===== src/rtl/dma_req_pkg.sv =====
package dma_req_pkg;
  typedef enum logic {DIR_RX = 1'b0, DIR_TX = 1'b1} dir_e;
endpackage


===== src/rtl/dma_sync.sv =====
module dma_sync #(
  parameter int W      = 4,
  parameter int STAGES = 2
) (
  input  logic         clk_i,
  input  logic         rst_ni,
  input  logic [W-1:0] d_i,
  output logic [W-1:0] q_o
);
  logic [W-1:0] stg [STAGES];

  for (genvar s = 0; s < STAGES; s++) begin : g_stg
    always_ff @(posedge clk_i or negedge rst_ni) begin
      if (!rst_ni) stg[s] <= '0;
      else if (s == 0) stg[s] <= d_i;
      else stg[s] <= stg[(s > 0) ? s-1 : 0];
    end
  end

  assign q_o = stg[STAGES-1];
endmodule


===== src/rtl/dma_trigger.sv =====
module dma_trigger
  import dma_req_pkg::*;
#(
  parameter int NUM_EP = 8,
  parameter int EP_LO  = 1,
  parameter int EP_HI  = 6,
  localparam int EPW   = $clog2(NUM_EP)
) (
  input  logic              serial_mode_i,
  input  logic              dma_en_i,
  input  logic [EPW-1:0]    ep_i,
  input  dir_e              dir_i,
  input  logic              imm_i,
  input  logic              warn_en_i,
  input  logic [NUM_EP-1:0] ep_en_i,
  input  logic [NUM_EP-1:0] fifo_warn_i,
  input  logic [NUM_EP-1:0] pkt_done_i,
  input  logic [NUM_EP-1:0] rx_empty_i,
  input  logic [NUM_EP-1:0] tx_full_i,
  output logic              trig_o
);
  localparam logic [EPW-1:0] LO_V = EPW'(EP_LO);
  localparam logic [EPW-1:0] HI_V = EPW'(EP_HI);

  logic ep_ok, cause, blocked;

  always_comb begin
    ep_ok   = (ep_i >= LO_V) && (ep_i <= HI_V) && ep_en_i[ep_i];
    cause   = imm_i || (warn_en_i && fifo_warn_i[ep_i]) || pkt_done_i[ep_i];
    blocked = (dir_i == DIR_RX) ? rx_empty_i[ep_i] : tx_full_i[ep_i];
    trig_o  = !serial_mode_i && dma_en_i && ep_ok && cause && !blocked;
  end
endmodule


===== src/rtl/dma_cycle.sv =====
module dma_cycle
  import dma_req_pkg::*;
#(
  parameter int NUM_EP = 8,
  parameter int DW     = 8,
  parameter int AW     = 1,
  localparam int EPW   = $clog2(NUM_EP)
) (
  input  logic           clk_i,
  input  logic           rst_ni,
  input  logic           cs_s_i,
  input  logic           dack_s_i,
  input  logic           rd_s_i,
  input  logic           wr_s_i,
  input  logic           trig_i,
  input  logic [EPW-1:0] dma_ep_i,
  input  dir_e           dma_dir_i,
  input  logic [AW-1:0]  addr_i,
  input  logic [DW-1:0]  data_i,
  output logic [EPW-1:0] ep_o,
  output dir_e           dir_o,
  output logic           drq_o,
  output logic           busy_o,
  output logic           pop_o,
  output logic           push_o,
  output logic           reg_rd_o,
  output logic           reg_wr_o,
  output logic [AW-1:0]  reg_addr_o,
  output logic [DW-1:0]  wdata_o
);
  logic rd_q, wr_q, rise_rd, rise_wr, dma_ok, pop_d, push_d;

  assign rise_rd = rd_s_i && !rd_q;
  assign rise_wr = wr_s_i && !wr_q;
  assign dma_ok  = !cs_s_i && dack_s_i && drq_o;
  assign pop_d   = rise_rd && dma_ok && (dir_o == DIR_RX);
  assign push_d  = rise_wr && dma_ok && (dir_o == DIR_TX);

  always_ff @(posedge clk_i or negedge rst_ni) begin
    if (!rst_ni) begin
      rd_q       <= 1'b0;
      wr_q       <= 1'b0;
      pop_o      <= 1'b0;
      push_o     <= 1'b0;
      reg_rd_o   <= 1'b0;
      reg_wr_o   <= 1'b0;
      reg_addr_o <= '0;
      wdata_o    <= '0;
      busy_o     <= 1'b0;
      drq_o      <= 1'b0;
      ep_o       <= '0;
      dir_o      <= DIR_RX;
    end else begin
      rd_q     <= rd_s_i;
      wr_q     <= wr_s_i;
      pop_o    <= pop_d;
      push_o   <= push_d;
      reg_rd_o <= rise_rd && cs_s_i;
      reg_wr_o <= rise_wr && cs_s_i;
      if ((rise_rd || rise_wr) && cs_s_i) reg_addr_o <= addr_i;
      if (push_d) wdata_o <= data_i;
      if (pop_d || push_d) busy_o <= 1'b1;
      else if (!rd_s_i && !wr_s_i) busy_o <= 1'b0;
      // an in-flight strobe holds the request level
      if (!busy_o) drq_o <= trig_i;
      if (!busy_o && !drq_o && !trig_i) begin
        ep_o  <= dma_ep_i;
        dir_o <= dma_dir_i;
      end
    end
  end
endmodule


===== src/rtl/dma_req_ctrl.sv =====
module dma_req_ctrl
  import dma_req_pkg::*;
#(
  parameter int NUM_EP      = 8,
  parameter int DW          = 8,
  parameter int AW          = 1,
  parameter int EP_LO       = 1,
  parameter int EP_HI       = 6,
  parameter int SYNC_STAGES = 2,
  localparam int EPW        = $clog2(NUM_EP)
) (
  input  logic              clk_i,
  input  logic              rst_ni,
  input  logic              serial_mode_i,
  input  logic              dma_en_i,
  input  logic [EPW-1:0]    dma_ep_i,
  input  logic              dma_dir_i,
  input  logic              dma_imm_i,
  input  logic              warn_en_i,
  input  logic [NUM_EP-1:0] ep_en_i,
  input  logic [NUM_EP-1:0] fifo_warn_i,
  input  logic [NUM_EP-1:0] pkt_done_i,
  input  logic [NUM_EP-1:0] rx_empty_i,
  input  logic [NUM_EP-1:0] tx_full_i,
  input  logic              cs_i,
  input  logic              dack_i,
  input  logic              rd_i,
  input  logic              wr_i,
  input  logic [AW-1:0]     addr_i,
  input  logic [DW-1:0]     data_i,
  output logic [DW-1:0]     data_o,
  output logic              data_oe_o,
  input  logic [DW-1:0]     fifo_rdata_i,
  output logic [DW-1:0]     fifo_wdata_o,
  output logic              fifo_pop_o,
  output logic              fifo_push_o,
  output logic [EPW-1:0]    fifo_ep_o,
  output logic              reg_rd_o,
  output logic              reg_wr_o,
  output logic [AW-1:0]     reg_addr_o,
  output logic              drq_o
);
  logic [3:0] strb_s;
  logic       trig, cyc_busy;
  dir_e       cyc_dir;

  dma_sync #(.W(4), .STAGES(SYNC_STAGES)) u_sync (
    .clk_i (clk_i),
    .rst_ni(rst_ni),
    .d_i   ({cs_i, dack_i, rd_i, wr_i}),
    .q_o   (strb_s)
  );

  dma_trigger #(.NUM_EP(NUM_EP), .EP_LO(EP_LO), .EP_HI(EP_HI)) u_trig (
    .serial_mode_i(serial_mode_i),
    .dma_en_i     (dma_en_i),
    .ep_i         (fifo_ep_o),
    .dir_i        (cyc_dir),
    .imm_i        (dma_imm_i),
    .warn_en_i    (warn_en_i),
    .ep_en_i      (ep_en_i),
    .fifo_warn_i  (fifo_warn_i),
    .pkt_done_i   (pkt_done_i),
    .rx_empty_i   (rx_empty_i),
    .tx_full_i    (tx_full_i),
    .trig_o       (trig)
  );

  dma_cycle #(.NUM_EP(NUM_EP), .DW(DW), .AW(AW)) u_cycle (
    .clk_i     (clk_i),
    .rst_ni    (rst_ni),
    .cs_s_i    (strb_s[3]),
    .dack_s_i  (strb_s[2]),
    .rd_s_i    (strb_s[1]),
    .wr_s_i    (strb_s[0]),
    .trig_i    (trig),
    .dma_ep_i  (dma_ep_i),
    .dma_dir_i (dir_e'(dma_dir_i)),
    .addr_i    (addr_i),
    .data_i    (data_i),
    .ep_o      (fifo_ep_o),
    .dir_o     (cyc_dir),
    .drq_o     (drq_o),
    .busy_o    (cyc_busy),
    .pop_o     (fifo_pop_o),
    .push_o    (fifo_push_o),
    .reg_rd_o  (reg_rd_o),
    .reg_wr_o  (reg_wr_o),
    .reg_addr_o(reg_addr_o),
    .wdata_o   (fifo_wdata_o)
  );

  assign data_oe_o = cyc_busy && (cyc_dir == DIR_RX);
  assign data_o    = data_oe_o ? fifo_rdata_i : '0;
endmodule


===== config.mk =====
export PLATFORM = sky130hd
export DESIGN_NAME = dma_req_ctrl
export DESIGN_NICKNAME = d
export VERILOG_FILES = /design/src/rtl/dma_req_pkg.sv /design/src/rtl/dma_sync.sv /design/src/rtl/dma_trigger.sv /design/src/rtl/dma_cycle.sv /design/src/rtl/dma_req_ctrl.sv
export SDC_FILE = /design/constraint.sdc
export NUM_CORES = 1
export LEC_CHECK = 0
export BUFFER_PORTS_ARGS = -buffer_cell sky130_fd_sc_hd__buf_4
export CORE_MARGIN = 4
export CORE_UTILIZATION = 40
export DETAILED_ROUTE_END_ITERATION = 7
export GPL_ROUTABILITY_DRIVEN = 0
export GPL_TIMING_DRIVEN = 0
export PLACE_DENSITY = 0.78
export SKIP_CTS_REPAIR_TIMING = 1
export SYNTH_ARGS = -nofsm -noshare
export SYNTH_HDL_FRONTEND = slang
export SYNTH_SLANG_ARGS = --single-unit

===== constraint.sdc =====
create_clock -name clk_i -period 6 [get_ports clk_i]
set_clock_uncertainty 0.2 [all_clocks]
set_input_delay 0.9 -clock clk_i [delete_from_list [all_inputs] [get_ports clk_i]]
set_output_delay 0.9 -clock clk_i [all_outputs]
set_load 0.1 [all_outputs]

# Yosys cells after proc, flatten, opt, wreduce, memory -nomap -nowiden
# Cells that the tools add are included.
# W data, S select, Z words.
[totals]
inputBits = 71
output_inout_bits = 26
regBits = 29
[classes]
n_reduce_logical = 37
n_mux = 14
n_bitwise = 1
magnitude_cmp = 3
[ops]
columns = ["cell", "count"]
rows = [
  ["$logic_and A1 B1 Y1", 22],
  ["$bmux W1 S3", 5],
  ["$logic_not A1 Y1", 10],
  ["$mux W1", 8],
  ["$mux W8", 1],
  ["$logic_or A1 B1 Y1", 4],
  ["$lt A3 B4 Y1 const B", 1],
  ["$ge A3 B1 Y1 const B", 1],
  ["$le A3 B3 Y1 const B", 1],
  ["$reduce_bool A2 Y1", 1],
  ["$not A1 Y1", 1],
]

# Depth between registers and ports, before layout
# Gate-level depths: netlist of run 1.
[logic_depth]
depth_word = 9
ltp_mapped = 7
depth_no_buf = 5

# By module
# Synthesis of run 1 repeated with hierarchy kept, for this count alone.
[unflattened]
hier_cells = 106
area_unflattened_um2 = 1477.7
[by_module_without_submodules]
columns = ["module", "seq_area_each_um2", "area_per_inst_um2", "cells_each", "instances"]
rows = [
  ["dma_cycle", 525.5, 764.5, 46, 1],
  ["dma_trigger", 0.0, 406.6, 39, 1],
  ["dma_sync", 200.2, 230.2, 12, 1],
  ["dma_req_ctrl", 0.0, 76.3, 9, 1],
]

# Worst setup path after synthesis of run 1
# Ideal clock, no wire load.
[synth_path]
path_kind = "flip-flop to output port"
start = "register u_cycle.dir_o"
end = "output port data_o[0]"
path_stages_with_launch = 4
t_arrival_ns = 2.357
t_required_ns = 4.900
setup_slack_ns = 2.543
path_cell_list = "dfrtp_1 nor2b_1 clkbuf_1 and2_1"
[synth_via]
elab_chain_cells = 3
[synth_lines]
columns = ["element", "line_no", "source"]
rows = [
  ["from (decl)", "dma_cycle.sv:21", "output dir_e dir_o,"],
  ["from (signal assigned)", "dma_cycle.sv:68", "dir_o <= dma_dir_i;"],
  ["$not A1 Y1", "dma_req_ctrl.sv:93", "assign data_oe_o = cyc_busy && (cyc_dir == DIR_RX);"],
  ["$logic_and A1 B1 Y1", "dma_req_ctrl.sv:93", ""],
  ["net data_oe_o", "dma_req_ctrl.sv:32", "output logic data_oe_o,"],
  ["$mux W8", "dma_req_ctrl.sv:94", "assign data_o = data_oe_o ? fifo_rdata_i : '0;"],
  ["to (decl)", "dma_req_ctrl.sv:31", "output logic [DW-1:0] data_o,"],
]
# The timed path passes the listed nets, and every way through them passes these cells.

# Final worst setup path of run 1
[layout_path]
start = "input port pkt_done_i[1]"
end = "register u_cycle.ep_o[2]"
[layout_via]
elab_chain_cells = 7
[layout_lines]
columns = ["element", "line_no", "source"]
rows = [
  ["from (decl)", "dma_req_ctrl.sv:22", "input logic [NUM_EP-1:0] pkt_done_i,"],
  ["$bmux W1 S3", "dma_trigger.sv:29", "cause = imm_i || (warn_en_i && fifo_warn_i[ep_i]) || pkt_done_i[ep_i];"],
  ["$mux W1 (implied by the code)", "dma_trigger.sv:29", ""],
  ["$logic_or A1 B1 Y1", "dma_trigger.sv:29", ""],
  ["$logic_and A1 B1 Y1 (2 in a row)", "dma_trigger.sv:31", "trig_o = !serial_mode_i && dma_en_i && ep_ok && cause && !blocked;"],
  ["$logic_not A1 Y1", "dma_cycle.sv:66", "if (!busy_o && !drq_o && !trig_i) begin"],
  ["$logic_and A1 B1 Y1", "dma_cycle.sv:66", ""],
  ["to (signal assigned)", "dma_cycle.sv:67", "ep_o <= dma_ep_i;"],
  ["to (decl)", "dma_cycle.sv:20", "output logic [EPW-1:0] ep_o,"],
]
# No other way between the ends. The select of a mux whose other input is x is not followed.
# A chain may end at the register's enable or synchronous reset.

==> flow_metrics.py, run 1 <==
metrics = {
    "sta": {
        "tightest_slew_ns": 0.602,
        "drv_slew": 0,
        "slew_headroom_pct": 59.5,
        "tns_ns": 0,
        "timing.final.crit_share_pct": 46.0,
        "hold_viol_final": 0,
        "rsz0062_at_grt": "no",
        "fmax_mhz": 362,
        "min_period_ns": 2.76,
        "finalSetupViolCount": 0,
    },
    "clock_tree": {
        "cts_tree": "done",
        "clk_pin_slew_ns": 0.08,
        "clockBufferDepth": 2,
        "cts_inserted_buffers": 5,
        "clock_latency_ns": 0.31,
        "ctsHtreeMaxLevel": 2,
        "clock-root-buffer": "clkbuf_4",
        "clkSinkCount": 29,
    },
    "routing": {
        "met2_length_um": 1900,
        "top_layer": "met4",
        "ant_nets": 0,
        "drt_iter0_drc": 17,
        "route.met3.wl_um": 483,
        "drt-total-wl_um": 3850,
        "drc": 0,
        "drt_first_pass_iters": 4,
        "viasPerCell": 5.02,
        "via_count": 1260,
        "wl_met1_um": 1440,
        "wl_per_cell_um": 15.4,
    },
    "final_layout": {
        "mostFrequentLayoutCell": "buf_4",
        "syn_to_final_growth_pct": 57.8,
        "final_cell_mix": "94 x buf_4, 29 x dfrtp_1, 13 x mux2_2, 9 x and2_1",
        "drive_gt1_share_pct": 59.5,
        "n_antenna_cell": 0,
        "final.fill_count": 282,
        "nNetsFinal": 276,
    },
    "synthesis": {
        "syn_area_um2": 1420,
        "synth_ff_type": "dfrtp_1",
        "syn_nets": 175,
        "synth.distinct_cells": 33,
        "synth_top_area_share_pct": 51.3,
        "synth_area_per_cell_um2": 13.6,
        "async_flop_share_pct": 100,
        "synth_seq_cells": 29,
        "synth_edf_count": 0,
        "ys_seq_area_share_pct": 51.3,
        "synth_largest_area_cell": "dfrtp_1",
        "synthCells": 104,
        "synth_warnings": 0,
        "ys_top_cells_by_area": "dfrtp_1 51%, mux2_2 10%, mux4_1 7.4%",
    },
    "grt": {
        "grt_max_degree": 30,
        "antenna_found_initial": 0,
        "grt_pass1_wl_um": 5780,
        "grt_usage_pct": 17.3,
        "grt_overflow": 0,
        "grt_pass1_vias": 1263,
    },
    "floorplanning": {
        "die_x_um": 67.5,
        "ioPinCount": 97,
        "coreArea_um2": 3390,
        "start_util_pct": 41.7,
        "fp.dieH_um": 67.5,
        "rows": 21,
        "die-area_um2": 4550,
    },
    "worst_setup_path": {
        "crit_path_cell_trace": "buf_4 > mux4_1 > mux2_2 > a211o_1 > a41oi_4 > mux2_2",
        "startpoint_type": "input pin",
        "cpPeakStageDelay_ns": 0.50,
        "path_buf_inv": 1,
        "endpoint_kind": "flop",
        "arrival_ns": 2.76,
        "crit_top_cell": "mux2_2",
        "cp.required_ns": 6.00,
        "cp_slowest_cell": "mux4_1",
        "critPathMaxFanout": 4,
        "critical_path.top_delay_family": "multiplexers",
        "path_class": "input pin to flop",
    },
    "power_and_ir_drop": {
        "p_leak_nw": 1.16,
        "cellPowerDensity_nw_per_um2": 225,
        "ir_drop_mv": 0.141,
        "finalPower_uw": 502,
    },
    "placed_design": {
        "hpwl_um": 3160,
        "numPortBuffers": 94,
    },
    "run_status": {
        "outcome": "completed",
    },
    "run": {
        "maxCapViolations": 0,
    },
    "worst_hold_path": {
        "hold_path_class": "flop to flop",
    },
}
==> cells by family after synthesis <==
group	Yosys count	synth area share [%]
AND/OR/NAND/NOR	29	12.7
multiplexers	26	26.1
flip-flops	29	51.3
AO/OA/AOI/OAI	11	6.72
buffers and inverters	9	3.18
==> worst reg2reg max path, stage by stage (launching register included) <==
cell,delay (ns)
dfrtp_1,0.37
buf_2,0.20
buf_2,0.26
mux2i_1,0.24
o32ai_1,0.11
nor4_1,0.57
a41oi_4,0.24
mux2_1,0.35
==> power breakdown <==
part / internal [mW] / total [mW] / switching, mW
Combinational: 0.0718 / 0.173 / 0.101
Clock: 0.0552 / 0.114 / 0.0585
Sequential: 0.207 / 0.215 / 0.00748
==> per-layer routing <==
metal | global-route usage (%) | up-vias
li1 | - | 582
met1 | 19.0 | 599
met2 | 30.4 | 74
met3 | 6.99 | 5
met4 | 5.32 | 0
met5 | 0 | -
==> per-stage QoR <==
stage          cell area (um2)  util (%)  hold slack (ns)  cells  worst slack (ns)
5_1_grt                   2230      65.9            0.161    251              3.11
3_5_place_dp              2180      64.3            0.135    244              2.90
3_3_place_gp              2180      64.3            0.132    244              2.93
2_1_floorplan             1420         -            0.131    104              2.54
4_1_cts                   2230      65.9            0.153    251              3.25
6_report                  2230      65.9            0.145    251              3.24
==> cells in the mapped netlist, types with 2 or more instances <==
library cell  instances
dfrtp_1              29
mux4_1                4
nor2_1                2
mux4_2                2
mux2_1                2
o21ai_0               4
or2_2                 2
clkbuf_1              2
nand2_1               4
nor2b_1               2
mux2i_1               5
inv_1                 2
and2_1                9
mux2_2               13
buf_2                 3
and3b_1               2
==> final timing paths <==
path                                 startpoint            endpoint  slack (ns)  cells past startpoint
worst max-delay path              pkt_done_i[1]     u_cycle.ep_o[2]        3.24                      6
worst min-delay path              u_sync.stg[4]       u_sync.q_o[0]        0.15                      0
worst max register to register  u_cycle.ep_o[2]     u_cycle.ep_o[0]        3.35                      7
worst min register to register    u_sync.stg[4]       u_sync.q_o[0]        0.15                      0
max in group asynchronous                rst_ni  u_cycle.wdata_o[3]        5.04                      1
min in group asynchronous                rst_ni       u_sync.q_o[2]        0.29                      1
==> state kept, by name (all words and copies together), names as in the netlist, 3 cells and up <==
| signal | cells |
|---|---|
| u_cycle.wdata_o | 8 |
| u_sync.q_o | 4 |
| u_sync.stg | 4 |
| u_cycle.ep_o | 3 |
==> area by class of cell <==
class | instances | area (um2) | share of cell area [%]
flip-flops and latches | 29 | 726 | 32.5
well taps | 46 | 57.6 | 2.58
clock buffers | 7 | 55.1 | 2.46
inverters | 2 | 7.51 | 0.336
multi-input cells | 66 | 644 | 28.9
plain buffers | 7 | 37.5 | 1.68
repair buffers | 94 | 706 | 31.6
Note: power is estimated with default switching activity, not from simulation.
==> run 2, diff against run 1 <==
==> constraint.sdc (replaced) <==
create_clock -name clk_i -period 2.65 [get_ports clk_i]
set_clock_uncertainty 0.2 [all_clocks]
set_input_delay 0.3975 -clock clk_i [delete_from_list [all_inputs] [get_ports clk_i]]
set_output_delay 0.3975 -clock clk_i [all_outputs]
set_load 0.1 [all_outputs]
==> run 2 against run 1 <==
  * Sequential share of layout area down 0.56 points
  * Core utilization up 2.0 points
  * Clock-buffer cell count unchanged
  * Design area up 3.0%
  * Sequential cell count unchanged
  * Largest power group unchanged
  * Highest routed layer unchanged
==> flow_metrics.py, run 2 (synthesis results as in run 1) <==
metrics = {
    "run_status": {
        "outcome": "completed",
    },
    "routing": {
        "ant_nets": 0,
        "viasPerCell": 5.04,
        "via_count": 1289,
        "wl_per_cell_um": 15.5,
        "drt_iter0_drc": 74,
        "drt_first_pass_iters": 4,
        "drt-total-wl_um": 3960,
        "drc": 0,
    },
    "placed_design": {
        "dp.cells": 244,
        "hpwl_um": 3230,
        "place_ws_ns": -0.0560,
        "place_area_um2": 2180,
        "numPortBuffers": 94,
    },
    "clock_tree": {
        "cts_inserted_buffers": 5,
        "clkSinkCount": 29,
        "clock-root-buffer": "clkbuf_4",
        "clockBufferDepth": 2,
        "clk_pin_slew_ns": 0.08,
        "clock_latency_ns": 0.31,
        "ctsHtreeMaxLevel": 2,
        "cts_tree": "done",
    },
    "grt": {
        "antenna_found_initial": 0,
        "grt_overflow": 0,
        "grt_pass1_vias": 1284,
        "grt_max_degree": 30,
        "grt_pass1_wl_um": 5720,
        "grt_usage_pct": 17.1,
    },
    "final_layout": {
        "n_antenna_cell": 0,
        "nNetsFinal": 280,
        "drive_gt1_share_pct": 62.4,
        "mostFrequentLayoutCell": "buf_4",
        "final_cell_mix": "94 x buf_4, 26 x dfrtp_1, 11 x mux2_2, 9 x and2_1",
        "largest_register": "u_cycle.wdata_o",
        "fin_util_pct": 67.8,
        "syn_to_final_growth_pct": 62.5,
        "fin_area_um2": 2300,
        "fin_cells": 256,
        "largest_reg_flops": 8,
    },
    "floorplanning": {
        "die_x_um": 67.5,
        "ioPinCount": 97,
        "coreArea_um2": 3390,
        "start_util_pct": 41.7,
        "fp.dieH_um": 67.5,
        "rows": 21,
        "die-area_um2": 4550,
    },
    "power_and_ir_drop": {
        "p_leak_nw": 1.18,
        "finalPower_mw": 1.18,
        "ir_drop_mv": 0.435,
        "cellPowerDensity_nw_per_um2": 515,
    },
    "worst_hold_path": {
        "whs_endpoint": "u_cycle.ep_o[0]",
        "min_from": "dma_ep_i[0]",
        "whs_path_depth": 2,
        "hold_path_class": "input pin to flop",
    },
    "sta": {
        "setup_ws_ns": 0.0814,
        "hold_viol_final": 0,
        "drv_slew": 0,
        "tightest_slew_ns": 0.515,
        "finalSetupViolCount": 0,
        "slew_headroom_pct": 65.7,
        "rsz0062_at_grt": "no",
        "timing.final.crit_share_pct": 96.9,
        "fmax_mhz": 389,
        "min_period_ns": 2.57,
    },
    "worst_setup_path": {
        "cp-startpoint": "u_cycle.ep_o[0]",
        "endpoint_kind": "flop",
        "r2r_start": "u_cycle.ep_o[0]",
        "ff2ff_path_depth": 5,
        "arrival_ns": 2.57,
        "r2r_slack_ns": 0.08,
        "path_class": "flop to flop",
        "timing.rr.end": "u_cycle.ep_o[0]",
        "cp.required_ns": 2.65,
        "startpoint_type": "flop",
        "critPathMaxFanout": 7,
    },
    "run": {
        "maxCapViolations": 0,
    },
}
-- run 2: per-stage QoR --
step	setup TNS [ns]	hold slack [ns]
final	0	0.0973
after CTS	-0.249	-0.219
after detailed placement	-0.179	0.136
after global routing	0	0.0661
after global placement	0	0.127
after floorplan	-0.390	-0.0981
-- run 2: how the worst max path moves through the flow --
stage	cells past startpoint	slack (ns)	end
floorplan	6	-0.11	u_cycle.dir_o
global route	7	0.009	u_cycle.ep_o[0]
detailed placement	7	-0.06	u_cycle.ep_o[0]
finish	5	0.08	u_cycle.ep_o[0]
CTS	7	-0.07	u_cycle.ep_o[0]
global placement	7	0.02	u_cycle.ep_o[0]
-- run 2: report_power, final --
part           switching [mW]  total (mW)  internal, mW
Clock                   0.140       0.293         0.154
Sequential             0.0209       0.493         0.472
Combinational           0.229       0.398         0.168
Total                   0.390        1.18         0.794
-- run 2: routing by layer --
metal / global-route usage, % / up-vias / part of all wire, %
li1: - / 592 / -
met5: 0 / - / 0
met3: 6.66 / 8 / 14
met4: 6.84 / 0 / 1.2
met1: 18.9 / 611 / 36
met2: 29.2 / 78 / 49
-- run 2: area by class of cell --
| class | instances | area, um2 |
|---|---|---|
| clock inverter | 1 | 5.00 |
| multi-input combinational | 66 | 647 |
| tap | 46 | 57.6 |
| fill | 269 | 1090 |
| clock buffer | 7 | 65.1 |
| sequential | 29 | 734 |
| inverter | 2 | 7.51 |
| timing repair buffer | 99 | 756 |
| buffer | 6 | 27.5 |
-- run 2: critical path: stages (launching register included) --
cell and delay (ns):
dfrtp_4 0.49, mux4_2 0.52, mux2_2 0.28, a211o_1 0.31, a41oi_4 0.31, mux2_1 0.35
